--- config.mk ---
export PLATFORM = sky130hd
export DESIGN_NAME = subcarrier_ratio_synth
export DESIGN_NICKNAME = d
export VERILOG_FILES = /design/src/rtl/sc_synth_pkg.sv /design/src/rtl/sc_ratio_gen.sv /design/src/rtl/sc_pi_corr.sv /design/src/rtl/sc_addr_map.sv /design/src/rtl/subcarrier_ratio_synth.sv
export SDC_FILE = /design/constraint.sdc
export NUM_CORES = 1
export LEC_CHECK = 0
export ABC_AREA = 1
export BUFFER_PORTS_ARGS = -buffer_cell sky130_fd_sc_hd__buf_2
export CAP_MARGIN = 20
export CORE_AREA = 3 3 146 148
export DETAILED_ROUTE_END_ITERATION = 8
export DIE_AREA = 0 0 149 151
export MAX_ROUTING_LAYER = met4
export PLACE_DENSITY = 0.66
export SLEW_MARGIN = 40
export SYNTH_ARGS = -nofsm -noshare
export SYNTH_HDL_FRONTEND = slang
export SYNTH_SLANG_ARGS = --single-unit
--- constraint.sdc ---
create_clock -name clk_i -period 17.05 [get_ports clk_i]
set_clock_uncertainty 0.15 [all_clocks]
set_input_delay 0.8525 -clock clk_i [delete_from_list [all_inputs] [get_ports clk_i]]
set_output_delay 0.8525 -clock clk_i [all_outputs]
set_load 0.1 [all_outputs]
--- src/rtl/sc_synth_pkg.sv ---
package sc_synth_pkg;
  // Subcarrier cycles per clock as exact rationals
  localparam int unsigned NTSC_NUM = 455;      // 227.5 cycles / 1716 clocks
  localparam int unsigned NTSC_DEN = 3432;
  localparam int unsigned PAL_NUM  = 709379;   // (283.75 + 1/625) cycles / 1728 clocks
  localparam int unsigned PAL_DEN  = 4320000;
  localparam int unsigned FR_W     = $clog2(PAL_DEN) + 1;

  typedef enum logic {STD_NTSC = 1'b0, STD_PAL = 1'b1} video_std_e;
endpackage

--- src/rtl/sc_ratio_gen.sv ---
module sc_ratio_gen
  import sc_synth_pkg::*;
#(
  parameter int unsigned PH_W = 32
) (
  input  logic            clk_i,
  input  logic            rst_ni,
  input  video_std_e      std_i,
  output logic [PH_W-1:0] step_o
);
  localparam logic [95:0] NT_SC = 96'(NTSC_NUM) << PH_W;
  localparam logic [95:0] PA_SC = 96'(PAL_NUM) << PH_W;
  localparam logic [PH_W-1:0] NT_Q = PH_W'(NT_SC / 96'(NTSC_DEN));
  localparam logic [PH_W-1:0] PA_Q = PH_W'(PA_SC / 96'(PAL_DEN));
  localparam logic [FR_W-1:0] NT_R = FR_W'(NT_SC % 96'(NTSC_DEN));
  localparam logic [FR_W-1:0] PA_R = FR_W'(PA_SC % 96'(PAL_DEN));

  logic [FR_W-1:0] frac_q, frac_d, frac_eff, den_sel, rem_sel, sum;
  logic [PH_W-1:0] q_sel;
  logic            carry;

  always_comb begin
    den_sel  = (std_i == STD_PAL) ? FR_W'(PAL_DEN) : FR_W'(NTSC_DEN);
    rem_sel  = (std_i == STD_PAL) ? PA_R : NT_R;
    q_sel    = (std_i == STD_PAL) ? PA_Q : NT_Q;
    // stale remainder after a standard change restarts the fraction
    frac_eff = (frac_q >= den_sel) ? '0 : frac_q;
    sum      = frac_eff + rem_sel;
    carry    = (sum >= den_sel);
    frac_d   = carry ? sum - den_sel : sum;
    step_o   = q_sel + PH_W'(carry);
  end

  always_ff @(posedge clk_i or negedge rst_ni) begin
    if (!rst_ni) frac_q <= '0;
    else         frac_q <= frac_d;
  end

  // remainder stays inside the largest modulus
  a_r3_frac_bounded: assert property (@(posedge clk_i) disable iff (!rst_ni)
    frac_q < FR_W'(PAL_DEN));
endmodule

--- src/rtl/sc_pi_corr.sv ---
module sc_pi_corr #(
  parameter int unsigned PH_W    = 32,
  parameter int unsigned ERR_W   = 16,
  parameter int unsigned INT_W   = 16,
  parameter int unsigned INT_LIM = 4095,
  parameter int unsigned SH_W    = 4
) (
  input  logic             clk_i,
  input  logic             rst_ni,
  input  logic             locked_i,
  input  logic             line_start_i,
  input  logic [ERR_W-1:0] err_i,
  input  logic             err_valid_i,
  input  logic [SH_W-1:0]  kp_shift_i,
  input  logic [SH_W-1:0]  ki_shift_i,
  output logic [PH_W-1:0]  corr_o
);
  localparam int unsigned SUM_W = ((INT_W > ERR_W) ? INT_W : ERR_W) + 1;
  localparam logic signed [SUM_W-1:0] LIM_P = SUM_W'(INT_LIM);
  localparam logic signed [SUM_W-1:0] LIM_N = -LIM_P;

  logic                    armed_q;
  logic                    accept;
  logic signed [INT_W-1:0] integ_q, integ_d;
  logic signed [ERR_W-1:0] err_s, prop, iadd;
  logic signed [SUM_W-1:0] sum;
  logic signed [PH_W-1:0]  integ_x, prop_x;

  always_comb begin
    err_s   = $signed(err_i);
    prop    = err_s >>> kp_shift_i;
    iadd    = err_s >>> ki_shift_i;
    accept  = locked_i && err_valid_i && armed_q;
    sum     = SUM_W'(integ_q) + SUM_W'(iadd);
    if (!locked_i)          integ_d = '0;
    else if (!accept)       integ_d = integ_q;
    else if (sum > LIM_P)   integ_d = INT_W'(LIM_P);
    else if (sum < LIM_N)   integ_d = INT_W'(LIM_N);
    else                    integ_d = INT_W'(sum);
    integ_x = PH_W'(integ_q);
    prop_x  = PH_W'(prop);
    if (!locked_i)   corr_o = '0;
    else if (accept) corr_o = integ_x + prop_x;
    else             corr_o = integ_x;
  end

  always_ff @(posedge clk_i or negedge rst_ni) begin
    if (!rst_ni) begin
      armed_q <= 1'b0;
      integ_q <= '0;
    end else begin
      if (line_start_i) armed_q <= 1'b1;
      else if (accept)  armed_q <= 1'b0;
      integ_q <= integ_d;
    end
  end

  a_r6_integ_limit: assert property (@(posedge clk_i) disable iff (!rst_ni)
    (SUM_W'(integ_q) <= LIM_P) && (SUM_W'(integ_q) >= LIM_N));

  a_r8_integ_cleared: assert property (@(posedge clk_i) disable iff (!rst_ni)
    !locked_i |=> (integ_q == '0));

  // a second accept needs a fresh line start
  a_r7_one_per_line: assert property (@(posedge clk_i) disable iff (!rst_ni)
    (accept && !line_start_i) |=> !accept || $past(line_start_i) || line_start_i
      || $past(line_start_i, 1) );
endmodule

--- src/rtl/sc_addr_map.sv ---
module sc_addr_map #(
  parameter int unsigned PH_W   = 32,
  parameter int unsigned ADDR_W = 10
) (
  input  logic [PH_W-1:0]   phase_i,
  output logic [ADDR_W-1:0] sin_addr_o,
  output logic [ADDR_W-1:0] cos_addr_o
);
  localparam logic [ADDR_W-1:0] QUARTER = ADDR_W'(1) << (ADDR_W - 2);

  assign sin_addr_o = phase_i[PH_W-1 -: ADDR_W];
  assign cos_addr_o = sin_addr_o + QUARTER;
endmodule

--- src/rtl/subcarrier_ratio_synth.sv ---
module subcarrier_ratio_synth
  import sc_synth_pkg::*;
#(
  parameter int unsigned PH_W    = 32,
  parameter int unsigned ERR_W   = 16,
  parameter int unsigned INT_W   = 16,
  parameter int unsigned INT_LIM = 4095,
  parameter int unsigned SH_W    = 4,
  parameter int unsigned ADDR_W  = 10
) (
  input  logic              clk_i,
  input  logic              rst_ni,
  input  logic              locked_i,
  input  logic              std_pal_i,
  input  logic              line_start_i,
  input  logic [ERR_W-1:0]  err_i,
  input  logic              err_valid_i,
  input  logic [SH_W-1:0]   kp_shift_i,
  input  logic [SH_W-1:0]   ki_shift_i,
  output logic [PH_W-1:0]   phase_o,
  output logic [ADDR_W-1:0] sin_addr_o,
  output logic [ADDR_W-1:0] cos_addr_o
);
  logic [PH_W-1:0] nom_step, corr, phase_q;
  video_std_e      std_sel;

  assign std_sel = std_pal_i ? STD_PAL : STD_NTSC;

  sc_ratio_gen #(.PH_W(PH_W)) u_ratio (
    .clk_i  (clk_i),
    .rst_ni (rst_ni),
    .std_i  (std_sel),
    .step_o (nom_step)
  );

  sc_pi_corr #(
    .PH_W(PH_W), .ERR_W(ERR_W), .INT_W(INT_W), .INT_LIM(INT_LIM), .SH_W(SH_W)
  ) u_pi (
    .clk_i        (clk_i),
    .rst_ni       (rst_ni),
    .locked_i     (locked_i),
    .line_start_i (line_start_i),
    .err_i        (err_i),
    .err_valid_i  (err_valid_i),
    .kp_shift_i   (kp_shift_i),
    .ki_shift_i   (ki_shift_i),
    .corr_o       (corr)
  );

  always_ff @(posedge clk_i or negedge rst_ni) begin
    if (!rst_ni) phase_q <= '0;
    else         phase_q <= phase_q + nom_step + corr;
  end

  assign phase_o = phase_q;

  sc_addr_map #(.PH_W(PH_W), .ADDR_W(ADDR_W)) u_addr (
    .phase_i    (phase_q),
    .sin_addr_o (sin_addr_o),
    .cos_addr_o (cos_addr_o)
  );

  a_r8_free_nominal: assert property (@(posedge clk_i) disable iff (!rst_ni)
    !locked_i |=> (phase_q == $past(phase_q + nom_step)));

  a_r1_reset_zero: assert property (@(posedge clk_i)
    !rst_ni |-> (phase_q == '0));
endmodule

==> results.py, run 1 <==
metrics = {
    "run_status": {
        "status": "completed",
    },
    "global_routing": {
        "grt_usage": 0.2347,
        "gr-total-overflow": 0,
        "antenna_found_initial": 0,
        "grt_pass1_vias": 8713,
        "grt_pass1_wl_um": 41810,
        "grt_max_degree": 74,
    },
    "setup_path": {
        "worstSetupStartpoint": "std_pal_i",
        "slowest_stage": "inv_1",
        "path_common_cell": "nand2_1",
        "endpoint_kind": "flip-flop",
        "critical_path_class": "input pin to flip-flop",
        "critical_path_required_ns": 17.14,
        "r2r_start": "u_ratio.frac_q[14]",
        "crit_fanout": 34,
        "worstPathArrival_ns": 10.37,
        "critical_path.startpoint_type": "input pin",
        "worst_path_largest_cell_delay_ns": 0.56,
        "r2r_cells": 45,
        "reg2reg_slack_ns": 8.23,
        "timing.rr.end": "phase_o[28]",
    },
    "timing": {
        "finalSetupTns_ns": 0,
        "max_freq_mhz": 97.28,
        "finalSetupViolations": 0,
        "finalHoldViolations": 0,
        "maxSlewHeadroom": 0.5027,
        "maxSlewViolCount": 0,
        "period_share": 0.6029,
        "tightest_slew_ns": 0.7451,
        "period_needed_ns": 10.28,
        "rsz0062_at_grt": "no",
    },
    "die": {
        "ios": 82,
        "coreArea_sq_um": 20170,
        "num_rows": 52,
        "chipHeight_um": 151,
        "initial_core_util": 0.4780,
        "die_x_um": 149,
        "die_area_sq_um": 22500,
    },
    "synth": {
        "ys_ff_latch": 73,
        "synth.net_count": 1625,
        "synth_top_area_frac": 0.1895,
        "postSynthAreaPerCell_sq_um": 6.572,
        "syn_area_sq_um": 9640,
        "synthCells": 1467,
        "yosysTopAreaCell": "dfrtp_1",
        "ys_types": 50,
        "yosysSeqAreaShare": 0.1895,
        "synth_area_leaders": "dfrtp_1, nand2_1, ha_1",
        "ys.warnings.count": 0,
    },
    "clock_tree": {
        "root_buffer": "clkbuf_16",
        "post_cts_resized": 0,
        "htree_levels": 3,
        "cts.sinks": 73,
        "cts_buffers": 9,
        "cts_tree": "built",
        "clk_pin_slew_ns": 0.06,
        "clk_path_buf_depth": 2,
        "cts_hold_buf": 0,
        "clk_latency_ns": 0.35,
        "post-cts-setup-buffers": 0,
    },
    "drt": {
        "vias": 9304,
        "wl_per_cell_um": 14.19,
        "final_antenna_net_count": 0,
        "detail_route.wirelength_um": 25390,
        "firstDrtPassIters": 5,
        "vias_per_cell": 5.201,
        "first_iter_violations": 813,
        "drc": 0,
    },
    "worst_hold_path": {
        "hp-start": "u_pi.armed_q",
        "hold-path-cell-count": 1,
        "worstHoldPathType": "flip-flop to flip-flop",
        "hold_end": "u_pi.armed_q",
    },
    "finish": {
        "fillers": 2061,
        "syn2layout_area_growth_pct": 7.878,
        "diodes": 0,
        "finalNetCount": 1673,
        "drive_gt1_frac": 0.08229,
    },
    "flow_run": {
        "max_cap_viol_count": 0,
    },
    "placement": {
        "hpwl_um": 20440,
        "port_buffers": 81,
        "gp_congestion": 0.9519,
    },
}
## flip-flops by register name, indices dropped and copies added, names as in the netlist
signal and cells:
u_pi.armed_q 1, phase_o 32, u_pi.integ_q 16, u_ratio.frac_q 24
## synth_stat cells (all sizes together)
cell,instances
nand3b,4
a21o,4
buf,26
o2111ai,1
a22oi,2
ha,102
o22ai,3
o21a,7
o21bai,3
and3,2
inv,220
clkbuf,20
nor4,3
and2,1
a21oi,100
a21boi,8
o211ai,14
or2,5
nand4,17
o21ai,141
nor3b,2
a221oi,1
dfrtp,73
nor3,18
nand3,61
a31oi,6
o31ai,6
nor2,123
nand2,390
fa,26
clkinv,2
mux2i,12
xor2,44
xnor2,20
## how the worst max path moves through the flow
| stage | to | slack [ns] | cells past startpoint |
|---|---|---|---|
| final | phase_o[28] | 6.77 | 48 |
| after global routing | phase_o[28] | 5.73 | 48 |
| after CTS | phase_o[28] | 6.80 | 48 |
| after detailed placement | phase_o[28] | 6.45 | 48 |
| after global placement | phase_o[28] | 6.76 | 48 |
| after floorplan | phase_o[30] | 8.49 | 48 |
## critical path, delay by kind of cell
kind	cells	cell delay [ns]
AO/OA/AOI/OAI	13	2.97
XOR/XNOR	1	0.16
adder cells (fa/ha/maj)	6	2.30
buffers and inverters	10	1.97
AND/OR/NAND/NOR	18	2.05
## per-layer routing
layer	wire length (um)	vias to the layer above	GRT usage
li1	-	4849	-
met1	13290	4206	0.3492
met2	10350	229	0.3442
met3	1472	20	0.02843
met4	271	0	0.04897
met5	0	-	-
## cells by family (layout without fill, tap and decap cells)
family,after synthesis,count (layout),synth area share
flops,73,73,0.1895
fa+ha+maj,128,128,0.1864
compound gates,296,296,0.1686
buf+inv,268,320,0.1142
mux,12,12,0.01246
xor+xnor,64,64,0.05814
simple gates,626,626,0.2707
## cell usage in the layout (no fill, tap or decap), types with 13 or more instances in the layout
cell type / count
o211ai_1: 14
nand2_1: 386
xnor2_1: 20
nor3_1: 17
o21ai_0: 128
o21ai_1: 13
nor2_1: 113
inv_1: 215
xor2_1: 44
nand4_1: 16
dfrtp_1: 73
a21oi_1: 98
ha_1: 102
nand3_1: 60
fa_1: 26
buf_2: 80
## area by class of cell
cell class	instances	area, sq um	share of cell area
timing repair buffer	83	426.7	0.04102
clock buffer	11	242.7	0.02334
tap	270	337.8	0.03248
sequential	73	1827	0.1756
clock inverter	4	20.02	0.001925
multi-input combinational	1126	6713	0.6455
inverter	222	833.3	0.08012
## stage by stage
| stage | instances | hold slack (ns) | cell area (sq um) | worst slack (ns) | util |
|---|---|---|---|---|---|
| final | 1789 | 0.3420 | 10400 | 6.770 | 0.5156 |
| after global routing | 1789 | 0.3653 | 10400 | 5.734 | 0.5156 |
| after floorplan | 1467 | 0.3037 | 9641 | 8.487 | - |
| after CTS | 1789 | 0.3450 | 10400 | 6.804 | 0.5156 |
| after detailed placement | 1774 | 0.3315 | 10140 | 6.455 | 0.5026 |
| after global placement | 1774 | 0.3219 | 10130 | 6.762 | 0.5024 |
Power of run 1 is left out: the tool's default activity adds up to more than one toggle a clock period on the data nets, which glitch-free logic cannot reach.
==> run 2: changes to the inputs <==
ABC_AREA = 0   (was 1)
CORE_AREA = 3 3 143 145   (was 3 3 146 148)
DIE_AREA = 0 0 146 148   (was 0 0 149 151)
clock period = 10.1 ns   (was 17.05 ns; I/O delays follow)
==> run 2 against run 1 <==
Via count is 13% lower. Global-route usage is 1.2 points lower. Hold slack worse by 0.31 ns. Synthesized cell count fell by 26%. Count of clock-buffer cells in the layout decreased by 2. First-iteration DRC count fell by 31%.
==> results.py, run 2 <==
metrics = {
    "run_status": {
        "status": "completed",
    },
    "placement": {
        "gp_congestion": 0.8963,
        "port_buffers": 81,
        "hpwl_um": 18170,
    },
    "synth": {
        "ys_async_sr_fraction": 1.000,
        "ys.warnings.count": 0,
        "syn_area_sq_um": 9205,
        "synth_area_leaders": "dfrtp_1, ha_1, fa_1",
        "ys.flop_type": "dfrtp_1",
        "synth_common_cells": "ha_1, a21oi_1, nor2_1",
        "synth.net_count": 1249,
        "yosysSeqAreaShare": 0.1985,
        "synthCells": 1091,
        "postSynthAreaPerCell_sq_um": 8.437,
        "synthMostInstantiatedCell": "ha_1",
        "synth-edff-count": 0,
        "ys_types": 76,
        "yosysTopAreaCell": "dfrtp_1",
        "ys_ff_latch": 73,
        "synth_top_area_frac": 0.1985,
    },
    "global_routing": {
        "antenna_found_initial": 0,
        "gr-total-overflow": 0,
        "grt_usage": 0.2226,
        "grt_pass1_wl_um": 38760,
        "grt_pass1_vias": 7884,
        "grt_max_degree": 74,
    },
    "clock_tree": {
        "cts.sinks": 73,
        "cts_tree": "built",
        "clk_latency_ns": 0.35,
        "htree_levels": 3,
        "clk_path_buf_depth": 2,
        "cts_buffers": 9,
        "clk_pin_slew_ns": 0.06,
        "root_buffer": "clkbuf_16",
    },
    "finish": {
        "fillers": 1810,
        "diodes": 0,
        "seq_area_sq_um": 1827,
        "mostFrequentLayoutCells": "ha_1, a21oi_1, nor2_1",
        "largest_reg_flops": 32,
        "multi_input_area_sq_um": 6802,
        "finalNetCount": 1303,
        "syn2layout_area_growth_pct": 10.63,
        "drive_gt1_frac": 0.1478,
        "final_common_cell": "ha_1",
    },
    "die": {
        "die_area_sq_um": 21610,
        "initial_core_util": 0.4761,
        "coreArea_sq_um": 19330,
        "num_rows": 51,
        "die_x_um": 146,
        "ios": 82,
        "chipHeight_um": 148,
    },
    "setup_path": {
        "reg2reg_slack_ns": 0.74,
        "slowest_stage": "fa_1",
        "r2r_cells": 38,
        "critical_path_class": "input pin to flip-flop",
        "critical_path.startpoint_type": "input pin",
        "worst_path_largest_cell_delay_ns": 0.57,
        "worstPathArrival_ns": 9.63,
        "critical_path_required_ns": 10.22,
        "endpoint_kind": "flip-flop",
        "r2r_start": "u_ratio.frac_q[3]",
        "crit_fanout": 6,
        "timing.rr.end": "phase_o[28]",
    },
    "timing": {
        "period_needed_ns": 9.510,
        "max_freq_mhz": 105.2,
        "maxSlewHeadroom": 0.4885,
        "finalSetupTns_ns": 0,
        "maxSlewViolCount": 0,
        "tightest_slew_ns": 0.7673,
        "period_share": 0.9416,
        "finalSetupViolations": 0,
        "rsz0062_at_grt": "no",
        "finalHoldViolations": 0,
    },
    "drt": {
        "first_iter_violations": 562,
        "detail_route.wirelength_um": 23130,
        "vias": 8093,
        "wl_per_cell_um": 16.35,
        "vias_per_cell": 5.719,
        "firstDrtPassIters": 5,
        "drc": 0,
        "final_antenna_net_count": 0,
    },
    "flow_run": {
        "max_cap_viol_count": 0,
    },
    "worst_hold_path": {
        "worstHoldPathType": "input pin to asynchronous set/reset pin",
    },
}
-- run 2: cell types whose count changed in the layout (fill, tap and decap cells not counted), moves of 27 or more --
cell / change
xnor2_1: +30
a21o_1: +27
o21ai_0: -79
nand2_1: -314
nand3_1: -31
inv_1: -140
-- run 2: cell families after synthesis --
| kind of cell | Yosys count | share of synthesized area |
|---|---|---|
| adder cells (fa/ha/maj) | 128 | 0.1952 |
| buffers and inverters | 137 | 0.06619 |
| multiplexers | 58 | 0.07925 |
| AND/OR/NAND/NOR | 315 | 0.1702 |
| XOR/XNOR | 86 | 0.08332 |
| flip-flops | 73 | 0.1985 |
| AO/OA/AOI/OAI | 294 | 0.2074 |
-- run 2: per-stage QoR --
stage | utilization | setup slack, ns | std cells | hold WS, ns | instance area (sq um)
finish | 0.5267 | 0.5903 | 1415 | 0.03248 | 10180
global route | 0.5267 | 0.06820 | 1415 | 0.08680 | 10180
CTS | 0.5249 | 0.5616 | 1414 | 0.06376 | 10150
detailed placement | 0.5060 | 0.2267 | 1398 | 0.3352 | 9783
global placement | 0.5058 | 0.5583 | 1398 | 0.3328 | 9779
floorplan | - | 0.009591 | 1091 | 0.05941 | 9219
-- run 2: repair_timing --
action	CTS	global route
endpoints found under the setup margin	0	4
resized for setup	0	5
setup buffers	0	1
hold buffers	0	0
-- run 2: critical path, delay by kind of cell --
kind,cells,cell delay (ns)
adders and majority gates,6,2.17
and+or+nand+nor,8,1.95
AOI/OAI and AO/OA,20,4.44
xor gates and xnor gates,1,0.16
buffers and inverters,4,0.42
-- run 2: routing by layer --
| metal | up-vias | routed length, um | global-route usage |
|---|---|---|---|
| li1 | 4028 | - | - |
| met1 | 3881 | 11150 | 0.3038 |
| met2 | 166 | 10900 | 0.3589 |
| met3 | 18 | 844 | 0.03342 |
| met4 | 0 | 237 | 0.03951 |
| met5 | - | 0 | - |
-- run 2: area by class of cell --
class,instances,share of cell area
inverters,81,0.03047
clock inverters,7,0.01388
well taps,265,0.03256
multi-input cells,881,0.6679
flip-flops and latches,73,0.1794
repair buffers,99,0.05369
clock buffers,9,0.02212
-- run 2: how the worst max path moves through the flow --
stage / from / depth (start not counted) / slack, ns / end
floorplan: std_pal_i / 44 / 0.01 / phase_o[28]
global placement: std_pal_i / 39 / 0.56 / phase_o[28]
detailed placement: std_pal_i / 39 / 0.23 / phase_o[28]
CTS: std_pal_i / 39 / 0.56 / phase_o[28]
global route: std_pal_i / 41 / 0.07 / phase_o[28]
finish: std_pal_i / 39 / 0.59 / phase_o[28]
Power of run 2 is left out for the same reason.
==> run 3: changes to the inputs <==
ABC_AREA = 1   (was 0)
CORE_AREA = 3 3 151 153   (was 3 3 143 145)
DIE_AREA = 0 0 154 156   (was 0 0 146 148)
PLACE_DENSITY = default   (was 0.66)
==> run 3 against run 2 <==
First-iteration DRC count is 2.3% lower. Via count increased by 14%. Hold slack improved by 0.0026 ns. Critical path depth increased by 9. Global-route usage about the same. Largest cell class unchanged. Non-clock buffer count down 15. Final cell count rose by 27%. Utilization shrank 4.2 points. Die area rose by 11%.
==> results.py, run 3 (synthesis gave the netlist of run 1 again) <==
metrics = {
    "drt": {
        "vias_per_cell": 5.114,
        "vias": 9205,
        "drc": 0,
        "wl_per_cell_um": 14.36,
        "final_antenna_net_count": 0,
        "detail_route.wirelength_um": 25850,
        "first_iter_violations": 549,
        "firstDrtPassIters": 5,
    },
    "timing": {
        "maxSlewHeadroom": 0.5258,
        "max_freq_mhz": 109.6,
        "maxSlewViolCount": 0,
        "rsz0062_at_grt": "no",
        "tightest_slew_ns": 0.7112,
        "finalSetupTns_ns": 0,
        "finalHoldViolations": 0,
        "finalSetupViolations": 0,
        "period_needed_ns": 9.122,
        "period_share": 0.9032,
    },
    "global_routing": {
        "grt_usage": 0.2228,
        "gr-total-overflow": 0,
        "antenna_found_initial": 0,
        "grt_pass1_vias": 8786,
        "grt_max_degree": 74,
        "grt_pass1_wl_um": 43010,
    },
    "clock_tree": {
        "cts_buffers": 9,
        "clk_path_buf_depth": 2,
        "root_buffer": "clkbuf_16",
        "clk_latency_ns": 0.34,
        "post-cts-setup-buffers": 0,
        "cts.sinks": 73,
        "htree_levels": 3,
        "cts_tree": "built",
        "clk_pin_slew_ns": 0.06,
    },
    "die": {
        "chipHeight_um": 156,
        "die_x_um": 154,
        "coreArea_sq_um": 21690,
        "initial_core_util": 0.4445,
        "ios": 82,
        "die_area_sq_um": 24020,
        "num_rows": 54,
    },
    "setup_path": {
        "critical_path_class": "input pin to flip-flop",
        "critical_path.startpoint_type": "input pin",
        "critical_path_required_ns": 10.19,
        "path_common_cell": "nand2_1",
        "crit_fanout": 32,
        "worstSetupStartpoint": "std_pal_i",
        "endpoint_kind": "flip-flop",
        "slowest_stage": "fa_1",
        "worstPathArrival_ns": 9.21,
        "worst_path_largest_cell_delay_ns": 0.55,
        "r2r_start": "u_ratio.frac_q[22]",
    },
    "finish": {
        "drive_gt1_frac": 0.08355,
        "finalNetCount": 1674,
        "fillers": 2282,
        "diodes": 0,
        "syn2layout_area_growth_pct": 8.968,
        "final_common_cell": "nand2_1",
        "largest_reg_flops": 32,
        "mostFrequentLayoutCells": "nand2_1, inv_1, o21ai_0",
    },
    "placement": {
        "hpwl_um": 21040,
        "port_buffers": 81,
        "gp_congestion": 0.9152,
    },
    "flow_run": {
        "max_cap_viol_count": 0,
    },
    "worst_hold_path": {
        "worstHoldPathType": "input pin to asynchronous set/reset pin",
    },
    "run_status": {
        "status": "completed",
    },
}
[run 3: layout make-up]
type / instances / area [sq um] / area share
Tap cell: 280 / 350.3 / 0.03335
Sequential cell: 73 / 1827 / 0.1739
Inverter: 222 / 833.3 / 0.07932
Clock buffer: 9 / 225.2 / 0.02144
Multi-Input combinational cell: 1126 / 6713 / 0.6390
Clock inverter: 6 / 116.4 / 0.01108
Timing Repair Buffer: 84 / 440.4 / 0.04192
[run 3: worst paths after layout]
path | depth (start not counted) | slack [ns] | endpoint
min in group clk_i | 2 | 0.19 | u_pi.armed_q
worst max-delay path | 48 | 0.98 | phase_o[28]
max in group asynchronous | 1 | 9.27 | u_ratio.frac_q[22]
worst min register to register | 1 | 0.34 | u_pi.armed_q
worst min-delay path | 1 | 0.04 | phase_o[26]
worst max register to register | 45 | 1.24 | phase_o[28]
[run 3: layer usage]
metal | up-vias | global-route usage | share of wire
met2 | 207 | 0.3446 | 0.44
met5 | - | - | 0
met4 | 0 | 0.04373 | 0.0099
met1 | 4128 | 0.3177 | 0.51
li1 | 4852 | - | -
met3 | 18 | 0.02524 | 0.045
[run 3: critical path, delay by kind of cell]
family,cells,cell delay (ns)
adders and majority gates,6,2.08
AOI/OAI and AO/OA,12,2.79
buffers and inverters,9,1.59
xor gates and xnor gates,1,0.16
and+or+nand+nor,20,2.09
[run 3: per-stage QoR]
stage	setup slack, ns	hold slack, ns	cell area [sq um]	std cells	utilization
finish	0.9779	0.03510	10510	1800	0.4844
CTS	0.9038	0.06029	10500	1800	0.4841
floorplan	1.884	0.05941	9641	1467	-
global route	0.007346	0.08945	10510	1800	0.4844
detailed placement	0.5683	0.3322	10160	1785	0.4683
global placement	0.7944	0.3261	10150	1785	0.4682
[run 3: timing repair]
action                     4_1_cts  5_1_grt
hold buffers                     0        0
gates resized for setup          0        2
setup endpoints to repair        0        4
Power of run 3 is left out for the same reason.
